File: src/rtl/rename_pkg.sv
package rename_pkg;

  localparam int DEF_ARCH_REGS = 16;
  localparam int DEF_PHYS_REGS = 32;

  // Advance a circular index that wraps at an arbitrary depth.
  function automatic int wrap_inc(input int idx, input int depth);
    return (idx == depth - 1) ? 0 : idx + 1;
  endfunction

  // Occupancy after one cycle of optional push and pop.
  function automatic int next_count(input int cnt, input bit push, input bit pop);
    return cnt + (push ? 1 : 0) - (pop ? 1 : 0);
  endfunction

  // Physical index initially stored at free-list slot k.
  function automatic int initial_free(input int arch_regs, input int slot);
    return arch_regs + slot;
  endfunction

endpackage

File: src/rtl/rename_map_table.sv
module rename_map_table #(
  parameter int ARCH_REGS = 16,
  parameter int AW        = 4,
  parameter int PW        = 5
) (
  input  logic          clk,
  input  logic          rst_n,
  input  logic [AW-1:0] rd_a_arch,
  input  logic [AW-1:0] rd_b_arch,
  input  logic [AW-1:0] rd_c_arch,
  output logic [PW-1:0] rd_a_phys,
  output logic [PW-1:0] rd_b_phys,
  output logic [PW-1:0] rd_c_phys,
  input  logic          wr_en,
  input  logic [AW-1:0] wr_arch,
  input  logic [PW-1:0] wr_phys
);

  logic [PW-1:0] map_q [ARCH_REGS];

  // Reads return the state before this cycle's write.
  assign rd_a_phys = map_q[rd_a_arch];
  assign rd_b_phys = map_q[rd_b_arch];
  assign rd_c_phys = map_q[rd_c_arch];

  generate
    for (genvar g = 0; g < ARCH_REGS; g++) begin : g_entry
      always_ff @(posedge clk) begin
        if (!rst_n) begin
          map_q[g] <= PW'(g);
        end else if (wr_en && (wr_arch == AW'(g))) begin
          map_q[g] <= wr_phys;
        end
      end
    end
  endgenerate

endmodule

File: src/rtl/rename_free_list.sv
module rename_free_list #(
  parameter int ARCH_REGS = 16,
  parameter int DEPTH     = 16,
  parameter int PW        = 5,
  localparam int IW       = (DEPTH > 1) ? $clog2(DEPTH) : 1,
  localparam int CW       = $clog2(DEPTH + 1)
) (
  input  logic          clk,
  input  logic          rst_n,
  input  logic          pop,
  output logic [PW-1:0] head_phys,
  input  logic          push,
  input  logic [PW-1:0] push_phys,
  output logic          empty,
  output logic          full,
  output logic [CW-1:0] count
);

  logic [PW-1:0] slot_q [DEPTH];
  logic [IW-1:0] head_q, tail_q;
  logic [CW-1:0] count_q;

  assign head_phys = slot_q[head_q];
  assign empty     = (count_q == '0);
  assign full      = (count_q == CW'(DEPTH));
  assign count     = count_q;

  always_ff @(posedge clk) begin
    if (!rst_n) begin
      head_q  <= '0;
      tail_q  <= '0;
      count_q <= CW'(DEPTH);
    end else begin
      if (pop)  head_q <= IW'(rename_pkg::wrap_inc(int'(head_q), DEPTH));
      if (push) tail_q <= IW'(rename_pkg::wrap_inc(int'(tail_q), DEPTH));
      count_q <= CW'(rename_pkg::next_count(int'(count_q), push, pop));
    end
  end

  generate
    for (genvar s = 0; s < DEPTH; s++) begin : g_slot
      always_ff @(posedge clk) begin
        if (!rst_n) begin
          slot_q[s] <= PW'(rename_pkg::initial_free(ARCH_REGS, s));
        end else if (push && (tail_q == IW'(s))) begin
          slot_q[s] <= push_phys;
        end
      end
    end
  endgenerate

endmodule

File: src/rtl/rename_out_stage.sv
module rename_out_stage #(
  parameter int PW = 5
) (
  input  logic          clk,
  input  logic          rst_n,
  input  logic          load,
  input  logic [PW-1:0] phys_a,
  input  logic [PW-1:0] phys_b,
  input  logic          has_dst,
  input  logic [PW-1:0] new_phys,
  input  logic [PW-1:0] old_phys,
  output logic          out_valid,
  output logic [PW-1:0] out_phys_a,
  output logic [PW-1:0] out_phys_b,
  output logic          out_has_dst,
  output logic [PW-1:0] out_new_phys,
  output logic [PW-1:0] out_old_phys
);

  always_ff @(posedge clk) begin
    if (!rst_n) begin
      out_valid    <= 1'b0;
      out_phys_a   <= '0;
      out_phys_b   <= '0;
      out_has_dst  <= 1'b0;
      out_new_phys <= '0;
      out_old_phys <= '0;
    end else begin
      out_valid <= load;
      if (load) begin
        out_phys_a   <= phys_a;
        out_phys_b   <= phys_b;
        out_has_dst  <= has_dst;
        out_new_phys <= has_dst ? new_phys : '0;
        out_old_phys <= has_dst ? old_phys : '0;
      end
    end
  end

endmodule

File: src/rtl/rename_unit.sv
module rename_unit #(
  parameter int ARCH_REGS = rename_pkg::DEF_ARCH_REGS,
  parameter int PHYS_REGS = rename_pkg::DEF_PHYS_REGS,
  localparam int AW       = $clog2(ARCH_REGS),
  localparam int PW       = $clog2(PHYS_REGS),
  localparam int FL_DEPTH = PHYS_REGS - ARCH_REGS,
  localparam int CW       = $clog2(FL_DEPTH + 1)
) (
  input  logic          clk,
  input  logic          rst_n,
  input  logic          dec_valid,
  output logic          dec_ready,
  input  logic [AW-1:0] dec_src_a,
  input  logic [AW-1:0] dec_src_b,
  input  logic          dec_has_dst,
  input  logic [AW-1:0] dec_dst,
  output logic          ren_valid,
  output logic [PW-1:0] ren_phys_a,
  output logic [PW-1:0] ren_phys_b,
  output logic          ren_has_dst,
  output logic [PW-1:0] ren_new_phys,
  output logic [PW-1:0] ren_old_phys,
  input  logic          commit_valid,
  input  logic [PW-1:0] commit_free_phys
);

  // Named internal events, observed by the bound checker.
  logic          dec_fire;
  logic          alloc_fire;
  logic          commit_fire;
  logic          fl_empty;
  logic          fl_full;
  logic [CW-1:0] fl_count;
  logic [PW-1:0] fl_head_phys;
  logic [PW-1:0] lk_phys_a;
  logic [PW-1:0] lk_phys_b;
  logic [PW-1:0] lk_old_dst;

  assign dec_ready   = !(dec_has_dst && fl_empty);
  assign dec_fire    = dec_valid && dec_ready;
  assign alloc_fire  = dec_fire && dec_has_dst;
  assign commit_fire = commit_valid;

  rename_map_table #(
    .ARCH_REGS (ARCH_REGS),
    .AW        (AW),
    .PW        (PW)
  ) u_map (
    .clk       (clk),
    .rst_n     (rst_n),
    .rd_a_arch (dec_src_a),
    .rd_b_arch (dec_src_b),
    .rd_c_arch (dec_dst),
    .rd_a_phys (lk_phys_a),
    .rd_b_phys (lk_phys_b),
    .rd_c_phys (lk_old_dst),
    .wr_en     (alloc_fire),
    .wr_arch   (dec_dst),
    .wr_phys   (fl_head_phys)
  );

  rename_free_list #(
    .ARCH_REGS (ARCH_REGS),
    .DEPTH     (FL_DEPTH),
    .PW        (PW)
  ) u_free (
    .clk       (clk),
    .rst_n     (rst_n),
    .pop       (alloc_fire),
    .head_phys (fl_head_phys),
    .push      (commit_fire),
    .push_phys (commit_free_phys),
    .empty     (fl_empty),
    .full      (fl_full),
    .count     (fl_count)
  );

  rename_out_stage #(
    .PW (PW)
  ) u_out (
    .clk          (clk),
    .rst_n        (rst_n),
    .load         (dec_fire),
    .phys_a       (lk_phys_a),
    .phys_b       (lk_phys_b),
    .has_dst      (dec_has_dst),
    .new_phys     (fl_head_phys),
    .old_phys     (lk_old_dst),
    .out_valid    (ren_valid),
    .out_phys_a   (ren_phys_a),
    .out_phys_b   (ren_phys_b),
    .out_has_dst  (ren_has_dst),
    .out_new_phys (ren_new_phys),
    .out_old_phys (ren_old_phys)
  );

endmodule

File: config.mk
export PLATFORM = sky130hd
export DESIGN_NAME = rename_unit
export DESIGN_NICKNAME = d
export VERILOG_FILES = /design/src/rtl/rename_pkg.sv /design/src/rtl/rename_map_table.sv /design/src/rtl/rename_free_list.sv /design/src/rtl/rename_out_stage.sv /design/src/rtl/rename_unit.sv
export SDC_FILE = /design/constraint.sdc
export NUM_CORES = 1
export LEC_CHECK = 0
export BUFFER_PORTS_ARGS = -buffer_cell sky130_fd_sc_hd__buf_2
export CORE_ASPECT_RATIO = 0.7
export CORE_MARGIN = 8
export CORE_UTILIZATION = 40
export CTS_BUF_LIST = sky130_fd_sc_hd__clkbuf_4 sky130_fd_sc_hd__clkbuf_8
export DETAILED_ROUTE_END_ITERATION = 8
export GPL_ROUTABILITY_DRIVEN = 0
export SYNTH_ARGS = -nofsm -noshare
export SYNTH_HDL_FRONTEND = slang
export SYNTH_HIERARCHICAL = 1
export SYNTH_SLANG_ARGS = --single-unit
File: constraint.sdc
create_clock -name clk -period 4.5 [get_ports clk]
set_input_delay 0.9 -clock clk [delete_from_list [all_inputs] [get_ports clk]]
set_output_delay 0.9 -clock clk [all_outputs]
set_load 0.005 [all_outputs]
-- Word level (Yosys, flattened, before mapping)
Memory sizes are Yosys's and may differ from the RTL's. A register that Yosys moved wholly into a read port is not among the register bits.
Index checks and enable logic that the tools add are counted.
- memory bits (writable): 160
- memories kept: 2
- bits in latches: 0
- memory bits (read-only): 0
- register bits: 25
- bitwise logic cells: 32
- div/mod/pow operators: 0
- equal/unequal tests: 32
- add/subtract/negate cells: 4
- shift operators: 0
- muxes and demuxes: 137
- multiply operators: 0
- reductions and logical operators: 41
- magnitude comparators: 0
- memories (memory ; depth ; bits a word ; rd ports ; clocked after Yosys merged registers in ; wr ports ; RTL line ; source):
    u_free.slot_q ; 16 ; 5 ; 1 ; 1 ; 16 ; rename_free_list.sv:19 ; logic [PW-1:0] slot_q [DEPTH];
    u_map.map_q ; 16 ; 5 ; 3 ; 2 ; 16 ; rename_map_table.sv:19 ; logic [PW-1:0] map_q [ARCH_REGS];
- operators by type and width (kind ; number):
    $mux 5 ; 34
    $mux 1 ; 99
    $eq 4x4->1 const B ; 16
    $logic_and 1x1->1 ; 35
    $eq 4x3->1 const B ; 8
    $or 1x1->1 ; 32
    $eq 4x1->1 const B ; 4
    $eq 4x2->1 const B ; 4
    $mux 4 ; 4
    $add 4x1->4 const B ; 2
    $logic_not 4->1 ; 2
    $add 5x5->5 ; 1
    $logic_not 5->1 ; 1
    $sub 5x5->5 ; 1
    $logic_not 1->1 ; 3

-- Longest topological paths before layout
Gate-level depths: netlist of the first run.
- word-level depth: 10
- gate-level depth with buffers: 13
- gate-level depth less buffers: 13

-- Cells and area by module
Netlist of the first run, hierarchy kept.
- modules (own cells, without submodules) (module ; sequential area each (µm²) ; area each (µm²) ; cells an instance ; instances):
    rename_map_table ; 2402.3 ; 4999.8 ; 364 ; 1
    rename_free_list ; 2742.6 ; 4534.3 ; 352 ; 1
    rename_out_stage ; 440.4 ; 878.3 ; 83 ; 1
    rename_unit ; 0.0 ; 20.0 ; 3 ; 1

-- Worst setup path after synthesis of the first run
No wires, ideal clock.
- kind: input -> register
- start: input dec_valid
- end: register u_free.count_q[4] (netlist: u_free/count[4])
- data arrival time: 2.610 ns
- stages: 10
- data required time: 4.426 ns
- setup slack: 1.815 ns
- cell sequence: and3b_1 > ha_1 > inv_1 > ha_1 > inv_1 > fa_1 > nand2b_1 > a21o_1 > and3_1 > o21ai_0
- cells in the longest elaborated chain, start to end: 4
- RTL lines (what ; RTL line ; source):
    from (decl) ; rename_unit.sv:11 ; input logic dec_valid,
    $logic_and 1x1->1 ; rename_unit.sv:40 ; assign dec_fire = dec_valid && dec_ready;
    $logic_and 1x1->1 ; rename_unit.sv:41 ; assign alloc_fire = dec_fire && dec_has_dst;
    $mux 1 ; rename_pkg.sv:13 ; return cnt + (push ? 1 : 0) - (pop ? 1 : 0);
    $sub 5x5->5 ; rename_pkg.sv:13 ;
    to (signal assigned) ; rename_free_list.sv:32 ; count_q <= CW'(DEPTH);
    to (signal assigned) ; rename_free_list.sv:36 ; count_q <= CW'(rename_pkg::next_count(int'(count_q), push, pop));
    to (decl) ; rename_free_list.sv:21 ; logic [CW-1:0] count_q;
No other way between the ends.
A chain may end at the register's enable or synchronous reset.

-- Worst setup path in the final report of the first run
- start: register u_free.count_q[2] (netlist: u_free/count[2])
- end: register u_free.count_q[4] (netlist: u_free/count[4])
- cells in the longest elaborated chain, start to end: 7
- RTL lines (what ; RTL line ; source):
    $logic_not 5->1 ; rename_free_list.sv:24 ; assign empty = (count_q == '0);
    via fl_empty ; rename_unit.sv:31 ; logic fl_empty;
    $logic_and 1x1->1 ; rename_unit.sv:39 ; assign dec_ready = !(dec_has_dst && fl_empty);
    $logic_not 1->1 ; rename_unit.sv:39 ;
    $logic_and 1x1->1 ; rename_unit.sv:40 ;
    $logic_and 1x1->1 ; rename_unit.sv:41 ;
    via alloc_fire ; rename_unit.sv:29 ; logic alloc_fire;
    $mux 1 ; rename_pkg.sv:13 ;
    $sub 5x5->5 ; rename_pkg.sv:13 ;
The timed path passes the listed nets, and every way through them passes these cells.

==> impl_metrics.yaml, run 1 <==
run_status:
  status: "complete, no violations"
route:
  avgRoutedWirePerCell_um: 23.18
  via_count: 6903
  drc: 0
  drtIter0Drc: 720
  avgViaCountPerCell: 5.971
  dr.pass1.iters: 7
  wirelength_um: 26800
  ant_nets: 0
finish:
  area_growth_pct: 7.551
  num-nets-final: 846
  drive_gt1_share_pct: 20.73
  diodes: 0
floorplanning:
  io_pins: 45
  fp.dieArea_um2: 31560
  core_um2: 25630
  dieWidth_um: 208.9
  die_h_um: 151.1
  row_count: 49
  initial_core_util_pct: 40.67
worst_setup_path:
  critPathMaxFanout: 14
  path_class: "reg2reg"
  worstPathArrival_ns: 3.52
  crit_path_top_delay_cell: "nor4b_1"
  crit_family: "simple AND/OR/NAND/NOR gates"
  path_buf_inv: 3
  max_stage_delay_ns: 0.48
  r2r_end: "u_free/count[4]"
  start_kind: "flop"
  crit_required_ns: 4.84
  reg2reg_from: "u_free/count[2]"
  path_cells: "inv_1 > ha_1 > nor4b_1 > and3b_1 > ha_1 > inv_1 > ha_1 > inv_1 > fa_1 > nand2b_1 > a21o_1 > a21oi_1 > o21ai_0"
  regToRegSetupSlack_ns: 1.33
  r2r_cells: 13
  cp-end-kind: "flop"
placed_design:
  port_buffers: 44
  place_hpwl_um: 19160
cts:
  cts-hold-fix-buffers: 0
  root_buffer: "clkbuf_8"
  htreeDepth: 4
  cts_tree: "done"
  numCtsBuffers: 17
  clock_latency_ns: 0.49
  ctsResizeCount: 0
  clkSinkCount: 199
  cts_setup_buffers: 0
  clk_pin_slew_ns: 0.10
  clk_path_buf_depth: 2
timing:
  fin_hold_ws_ns: 0.4743
  worst_slew_pin_slew_ns: 0.9872
  rsz0062_at_grt: "no"
  max-slew-margin-rel_pct: 33.49
  layout_min_cycle_time_ns: 3.174
  final_max_slew_viol_count: 0
  setup-tns-final_ns: 0
  finalHoldViolations: 0
  finalSetupViolations: 0
  max_freq_mhz: 315.1
  finalCritPeriodShare_pct: 70.53
  skew_ns: 0.02696
synth:
  yosys_warnings: 6
  avgSynthCellArea_um2: 13.01
  netlist_instances: 801
  netlist_area_um2: 10420
  syn_nets: 835
worst_hold_path:
  hold_depth: 2
  hold_path_class: "reg2reg"
  min_to: "u_out/out_new_phys[4]"
  min_from: "u_out/out_new_phys[4]"
global_route:
  grt_overflow_total: 0
  grt_pass1_wl_um: 41020
  grt_usage_pct: 17.41
  grt_antenna_before_repair: 0
  grt_max_degree: 33
  grt_pass1_vias: 6491
pwr:
  p_per_area_nw_per_um2: 344.7
  p_leak_uw: 0.003528
  ir_worst_vdd_v: 0.0002280
job:
  cap_violations: 0
area by class of cell:
class	count	area [um2]
clock buffer	17	234.0
clock inverter	15	157.7
fill	2348	14420
inverter	17	63.81
multi-input combinational	521	4433
sequential	199	5585
tap	331	414.1
timing repair buffer	56	322.8
registers in the layout, indices dropped and copies added (netlist names), named ones only:
| register | cells |
|---|---|
| u_map/map_q | 80 |
| u_out/out_phys_b | 5 |
| u_out/out_new_phys | 5 |
| u_out/out_has_dst | 1 |
| u_out/out_valid | 1 |
| u_free/head_q | 4 |
| u_free/slot_q | 80 |
| u_out/out_old_phys | 5 |
| u_free/tail_q | 4 |
| u_free/count | 5 |
| u_out/out_phys_a | 5 |
metal layers:
metal  GRT usage [%]  up-vias  wire, um
li1                -     3065         -
met1           27.55     3483     13170
met2           22.25      331     10550
met3           4.962       24      2743
met4           4.989        0       332
met5               0        -         0
worst register-to-register path, cell delays in order, from the launching register on:
cell and delay, ns:
dfxtp_1 0.34, inv_1 0.08, ha_1 0.14, nor4b_1 0.48, and3b_1 0.42, ha_1 0.36, inv_1 0.05, ha_1 0.17
inv_1 0.06, fa_1 0.38, nand2b_1 0.17, a21o_1 0.19, a21oi_1 0.13, o21ai_0 0.09
worst max-delay path by stage:
stage / endpoint / cells past startpoint / slack (ns) / from
finish: u_free/count[4] / 13 / 1.33 / u_free/count[2]
global route: u_free/count[4] / 13 / 1.03 / u_free/count[2]
CTS: u_free/count[4] / 13 / 1.33 / u_free/count[2]
detailed placement: u_free/count[4] / 11 / 1.04 / dec_has_dst
global placement: u_free/count[4] / 11 / 1.09 / dec_has_dst
floorplan: u_free/count[4] / 10 / 1.82 / dec_valid
cell usage in the layout, fill, tap and decap left out, types with 14 or more instances in the layout:
cell / n
edfxtp_1: 160
o21ai_0: 35
nand3b_1: 14
mux4_2: 80
nor2_1: 30
a22oi_1: 20
clkbuf_8: 17
nor3_1: 23
nand2_1: 55
nand3_1: 43
nor2b_1: 23
or3_1: 65
and2_1: 63
buf_2: 44
dfxtp_1: 39
inv_1: 16
metrics by stage:
| stage | setup slack [ns] | util [%] | power [uW] | area, um2 | cells |
|---|---|---|---|---|---|
| global placement | 1.087 | 42.22 | 2743 | 10820 | 1124 |
| floorplan | 1.815 | - | 2563 | 10420 | 801 |
| global route | 1.034 | 43.75 | 4037 | 11210 | 1156 |
| finish | 1.326 | 43.75 | 3864 | 11210 | 1156 |
| detailed placement | 1.037 | 42.22 | 2750 | 10820 | 1124 |
| CTS | 1.330 | 43.75 | 3894 | 11210 | 1156 |
power breakdown:
| part | leakage (uW) | switching [uW] | internal (uW) | total, uW |
|---|---|---|---|---|
| logic | 0.00163 | 347 | 248 | 595 |
| registers | 0.00170 | 60.6 | 2060 | 2120 |
| clock network | 0.000198 | 690 | 462 | 1150 |
Power figures use the tool's default switching activity.
==> run 2: changes to the inputs <==
==> constraint.sdc (replaced) <==
create_clock -name clk -period 3.15 [get_ports clk]
set_input_delay 0.63 -clock clk [delete_from_list [all_inputs] [get_ports clk]]
set_output_delay 0.63 -clock clk [all_outputs]
set_load 0.005 [all_outputs]
==> run 2 against run 1 <==
Routed wire length up 1.5%. Fmax up 19%. Critical path depth unchanged. Hold slack worse by 0.013 ns. Cell area up 2.4%. Worst setup slack worse by 0.85 ns.
==> impl_metrics.yaml, run 2 (same netlist as run 1, synthesis figures left out) <==
route:
  drc: 0
  drtIter0Drc: 795
  avgViaCountPerCell: 5.897
  avgRoutedWirePerCell_um: 22.86
  ant_nets: 0
  wirelength_um: 27210
  via_count: 7017
  dr.pass1.iters: 5
timing:
  setup-tns-final_ns: 0
  finalCritPeriodShare_pct: 84.75
  skew_ns: 0.01686
  worst_slew_pin_slew_ns: 0.8807
  finalSetupViolations: 0
  final_max_slew_viol_count: 0
  max-slew-margin-rel_pct: 40.66
  layout_min_cycle_time_ns: 2.670
  rsz0062_at_grt: "no"
  fin_hold_ws_ns: 0.4614
  max_freq_mhz: 374.6
  finalHoldViolations: 0
finish:
  top_regs: "u_free/slot_q (80), u_map/map_q (80)"
  diodes: 0
  final_area_um2: 11480
  num-nets-final: 880
  final_cell_mix: "edfxtp_1, mux4_2, or3_1, and2_1, nand2_1"
  drive_gt1_share_pct: 23.86
  area_growth_pct: 10.12
  mostFrequentLayoutCell: "edfxtp_1"
worst_setup_path:
  r2r_cells: 13
  path_class: "reg2reg"
  reg2reg_from: "u_free/count[2]"
  path_cells: "inv_1 > ha_1 > nor4b_1 > and3b_1 > ha_1 > inv_1 > ha_1 > inv_1 > fa_1 > nand2b_1 > a21o_1 > and3_1 > o21ai_0"
  worstPathArrival_ns: 3.07
  start_kind: "flop"
  crit_family: "adder cells"
  path_buf_inv: 3
  r2r_end: "u_free/count[4]"
  regToRegSetupSlack_ns: 0.48
  crit_required_ns: 3.55
  crit_path_top_delay_cell: "fa_1"
  critPathMaxFanout: 2
  max_stage_delay_ns: 0.37
  cp-end-kind: "flop"
floorplanning:
  fp.dieArea_um2: 31560
  core_um2: 25630
  die_h_um: 151.1
  dieWidth_um: 208.9
  row_count: 49
  io_pins: 45
  initial_core_util_pct: 40.67
cts:
  ctsResizeCount: 0
  cts-hold-fix-buffers: 0
  clock_latency_ns: 0.48
  numCtsBuffers: 17
  htreeDepth: 4
  cts_tree: "done"
  clk_path_buf_depth: 2
  cts_setup_buffers: 0
  root_buffer: "clkbuf_8"
  clkSinkCount: 199
  clk_pin_slew_ns: 0.11
worst_hold_path:
  min_to: "u_free/slot_q[14][3]"
  hold_path_class: "in2reg"
  min_from: "commit_free_phys[3]"
  hold_depth: 2
pwr:
  p_leak_uw: 0.003690
  p_per_area_nw_per_um2: 487.2
  finalPower_uw: 5592
  ir_worst_vdd_v: 0.0003353
placed_design:
  place_hpwl_um: 19360
  port_buffers: 44
  dpl_cell_area_um2: 11070
global_route:
  grtUsageMet3_pct: 3.907
  grt_pass1_wl_um: 41220
  grt_busiest_layer: "met1"
  grt_antenna_before_repair: 0
  grt_usage_pct: 17.33
  grt_pass1_vias: 6538
  grt_max_degree: 33
  grtUsageMet2_pct: 23.06
  use_met1_pct: 27.84
  grt_overflow_total: 0
run_status:
  status: "complete, no violations"
job:
  cap_violations: 0
run 2: cell count changes in the layout (fill, tap and decap cells not counted), sizes merged:
cell | before | now
buf | 56 | 90
inv | 25 | 23
clkbuf | 17 | 19
run 2: per-layer routing:
metal	part of all wire (%)	wire, um	vias to the layer above
li1	-	-	3138
met1	48	13190	3503
met2	40	10860	346
met3	10	2849	30
met4	1.1	305	0
met5	0	0	-
run 2: area by class of cell:
cell class | count | area, um2
clock buffer | 19 | 249.0
clock inverter | 13 | 155.1
fill | 2308 | 14150
inverter | 17 | 63.81
multi-input combinational | 521 | 4433
sequential | 199 | 5585
tap | 331 | 414.1
timing repair buffer | 90 | 578.1
run 2: worst max-delay path by stage:
| stage | startpoint | endpoint | slack, ns | cells after the start |
|---|---|---|---|---|
| floorplan | u_free/count[3] | u_free/count[4] | 0.52 | 13 |
| global placement | u_free/count[3] | u_free/count[4] | 0.55 | 13 |
| detailed placement | u_free/count[2] | u_free/count[4] | 0.47 | 13 |
| CTS | u_free/count[2] | u_free/count[4] | 0.47 | 13 |
| global route | u_free/count[2] | u_free/count[4] | 0.27 | 13 |
| finish | u_free/count[2] | u_free/count[4] | 0.48 | 13 |
run 2: worst register-to-register path, delay by kind of cell, from the launching register on:
kind | cells | cell delay [ns]
AOI/OAI and AO/OA | 2 | 0.32
adders and majority gates | 4 | 0.94
buffers and inverters | 3 | 0.18
DFF | 1 | 0.33
and+or+nand+nor | 4 | 0.83
run 2: per-stage QoR:
| step | cells | worst slack [ns] | utilization [%] |
|---|---|---|---|
| 6_report | 1190 | 0.4804 | 44.79 |
| 5_1_grt | 1190 | 0.2654 | 44.79 |
| 4_1_cts | 1190 | 0.4681 | 44.79 |
| 3_5_place_dp | 1158 | 0.4725 | 43.21 |
| 3_3_place_gp | 1158 | 0.5484 | 43.21 |
| 2_1_floorplan | 801 | 0.5182 | - |
run 2: where the power goes:
part / internal [uW] / switching (uW) / leakage [uW]
logic: 386 / 520 / 0.00179
registers: 2940 / 72.8 / 0.00170
clock network: 684 / 994 / 0.000200
total: 4010 / 1590 / 0.00369
==> run 3: changes to the inputs <==
==> constraint.sdc (replaced) <==
create_clock -name clk -period 2.5 [get_ports clk]
set_input_delay 0.5 -clock clk [delete_from_list [all_inputs] [get_ports clk]]
set_output_delay 0.5 -clock clk [all_outputs]
set_load 0.005 [all_outputs]
==> run 3 against run 2 <==
Via count rose by 1.1%. Hold slack got worse by 0.12 ns. Worst setup slack got worse by 0.39 ns. Cell area rose by 3.2%. Sequential share of layout area fell by 1.5 points. Final cell count rose by 2.8%. Global-route usage rose by 0.30 points. Clock power rose by 27%. First-iteration DRC count rose by 4.5%. Fmax rose by 11%. Critical path type unchanged. Largest cell class unchanged.
==> impl_metrics.yaml, run 3 (same netlist as run 1, synthesis figures left out) <==
run_status:
  status: "complete, no violations"
cts:
  cts_tree: "done"
  clock_latency_ns: 0.49
  htreeDepth: 4
  clkSinkCount: 199
  clk_pin_slew_ns: 0.11
  root_buffer: "clkbuf_8"
  clk_path_buf_depth: 2
  numCtsBuffers: 17
floorplanning:
  die_h_um: 151.1
  initial_core_util_pct: 40.67
  core_um2: 25630
  io_pins: 45
  fp.dieArea_um2: 31560
  row_count: 49
  dieWidth_um: 208.9
global_route:
  grt_overflow_total: 0
  use_met1_pct: 27.40
  grt_pass1_vias: 6658
  grt_usage_pct: 17.64
  grt_max_degree: 36
  grt_antenna_before_repair: 0
  grtUsageMet2_pct: 23.27
  grt_busiest_layer: "met1"
  grtUsageMet3_pct: 5.313
  grt_pass1_wl_um: 41410
worst_setup_path:
  path_class: "reg2reg"
  worstPathArrival_ns: 2.82
  regToRegSetupSlack_ns: 0.09
  crit_required_ns: 2.92
  max_stage_delay_ns: 0.34
  cp-end-kind: "flop"
  path_buf_inv: 3
  crit_family: "adder cells"
  path_cells: "inv_2 > ha_4 > nor4b_4 > and3b_2 > ha_4 > inv_2 > ha_4 > inv_2 > fa_2 > nand2b_4 > a21o_1 > and3_1 > o21ai_1"
  start_kind: "flop"
  critPathMaxFanout: 2
  crit_path_top_delay_cell: "dfxtp_2"
route:
  ant_nets: 0
  drc: 0
  dr.pass1.iters: 5
  via_count: 7097
  avgViaCountPerCell: 5.803
  wirelength_um: 27670
  avgRoutedWirePerCell_um: 22.63
  drtIter0Drc: 831
finish:
  num-nets-final: 913
  final_area_um2: 11840
  mostFrequentLayoutCell: "edfxtp_1"
  fill_cells: 2324
  final_cell_mix: "edfxtp_1, mux4_2, buf_4, or3_1, and2_1"
  top_regs: "u_free/slot_q (80), u_map/map_q (80)"
  area_growth_pct: 13.62
  drive_gt1_share_pct: 28.14
  diodes: 0
  final_util_pct: 46.22
  final_cell_count_no_fill: 1223
timing:
  finalSetupViolations: 0
  finalCritPeriodShare_pct: 96.31
  setup-tns-final_ns: 0
  max-slew-margin-rel_pct: 42.65
  layout_setup_ws_ns: 0.09237
  worst_slew_pin_slew_ns: 0.8512
  finalHoldViolations: 0
  layout_min_cycle_time_ns: 2.408
  skew_ns: 0.02633
  final_max_slew_viol_count: 0
  rsz0062_at_grt: "no"
  max_freq_mhz: 415.3
job:
  cap_violations: 0
placed_design:
  place_hpwl_um: 19800
  dp_cells: 1189
  place_ws_ns: -0.1047
  port_buffers: 44
  dpl_cell_area_um2: 11380
pwr:
  p_per_area_nw_per_um2: 617.4
  p_leak_uw: 0.003880
  ir_worst_vdd_v: 0.0004540
worst_hold_path:
  hold_path_class: "in2reg"
==> run 3: power by group <==
| group | internal (uW) | switching [uW] |
|---|---|---|
| clock | 867 | 1270 |
| combinational | 644 | 730 |
| sequential | 3700 | 96.3 |
| total | 5210 | 2100 |
==> run 3: cell type report <==
type | count | area [um2] | share of cell area (%)
flip-flops and latches | 199 | 5588 | 47.18
multi-input cells | 521 | 4497 | 37.97
repair buffers | 123 | 875.8 | 7.395
well taps | 331 | 414.1 | 3.497
clock buffers | 19 | 249.0 | 2.102
clock inverters | 13 | 156.4 | 1.321
inverters | 17 | 63.81 | 0.5388
==> run 3: repair_timing <==
item | in CTS | in global routing
hold buffers | 0 | 0
buffers inserted | 2 | 0
endpoints found under the hold margin | 0 | 0
resized for setup | 11 | 2
pin swaps | 5 | 1
setup endpoints to repair | 1 | 1
==> run 3: through the flow <==
| step | hold WS (ns) | power [uW] |
|---|---|---|
| 6_report | 0.3378 | 7313 |
| 5_1_grt | 0.3299 | 7593 |
| 3_5_place_dp | 0.4586 | 5161 |
| 3_3_place_gp | 0.4538 | 5150 |
| 2_1_floorplan | 0.4625 | 4654 |
| 4_1_cts | 0.3015 | 7342 |
==> run 3: final timing paths <==
| path | startpoint | endpoint | cells after the start |
|---|---|---|---|
| setup / recovery | u_free/count[3] | u_free/count[4] | 13 |
| hold / removal | commit_free_phys[3] | u_free/slot_q[14][3] | 2 |
| setup reg to reg | u_free/count[3] | u_free/count[4] | 13 |
| hold reg to reg | u_out/out_new_phys[4] | u_out/out_new_phys[4] | 2 |
==> run 3: routing by layer <==
layer  up-vias  part of all wire (%)
met1      3516                    48
met2       363                    40
met3        15                    11
li1       3203                     -
met4         0                  0.89
met5         -                     0
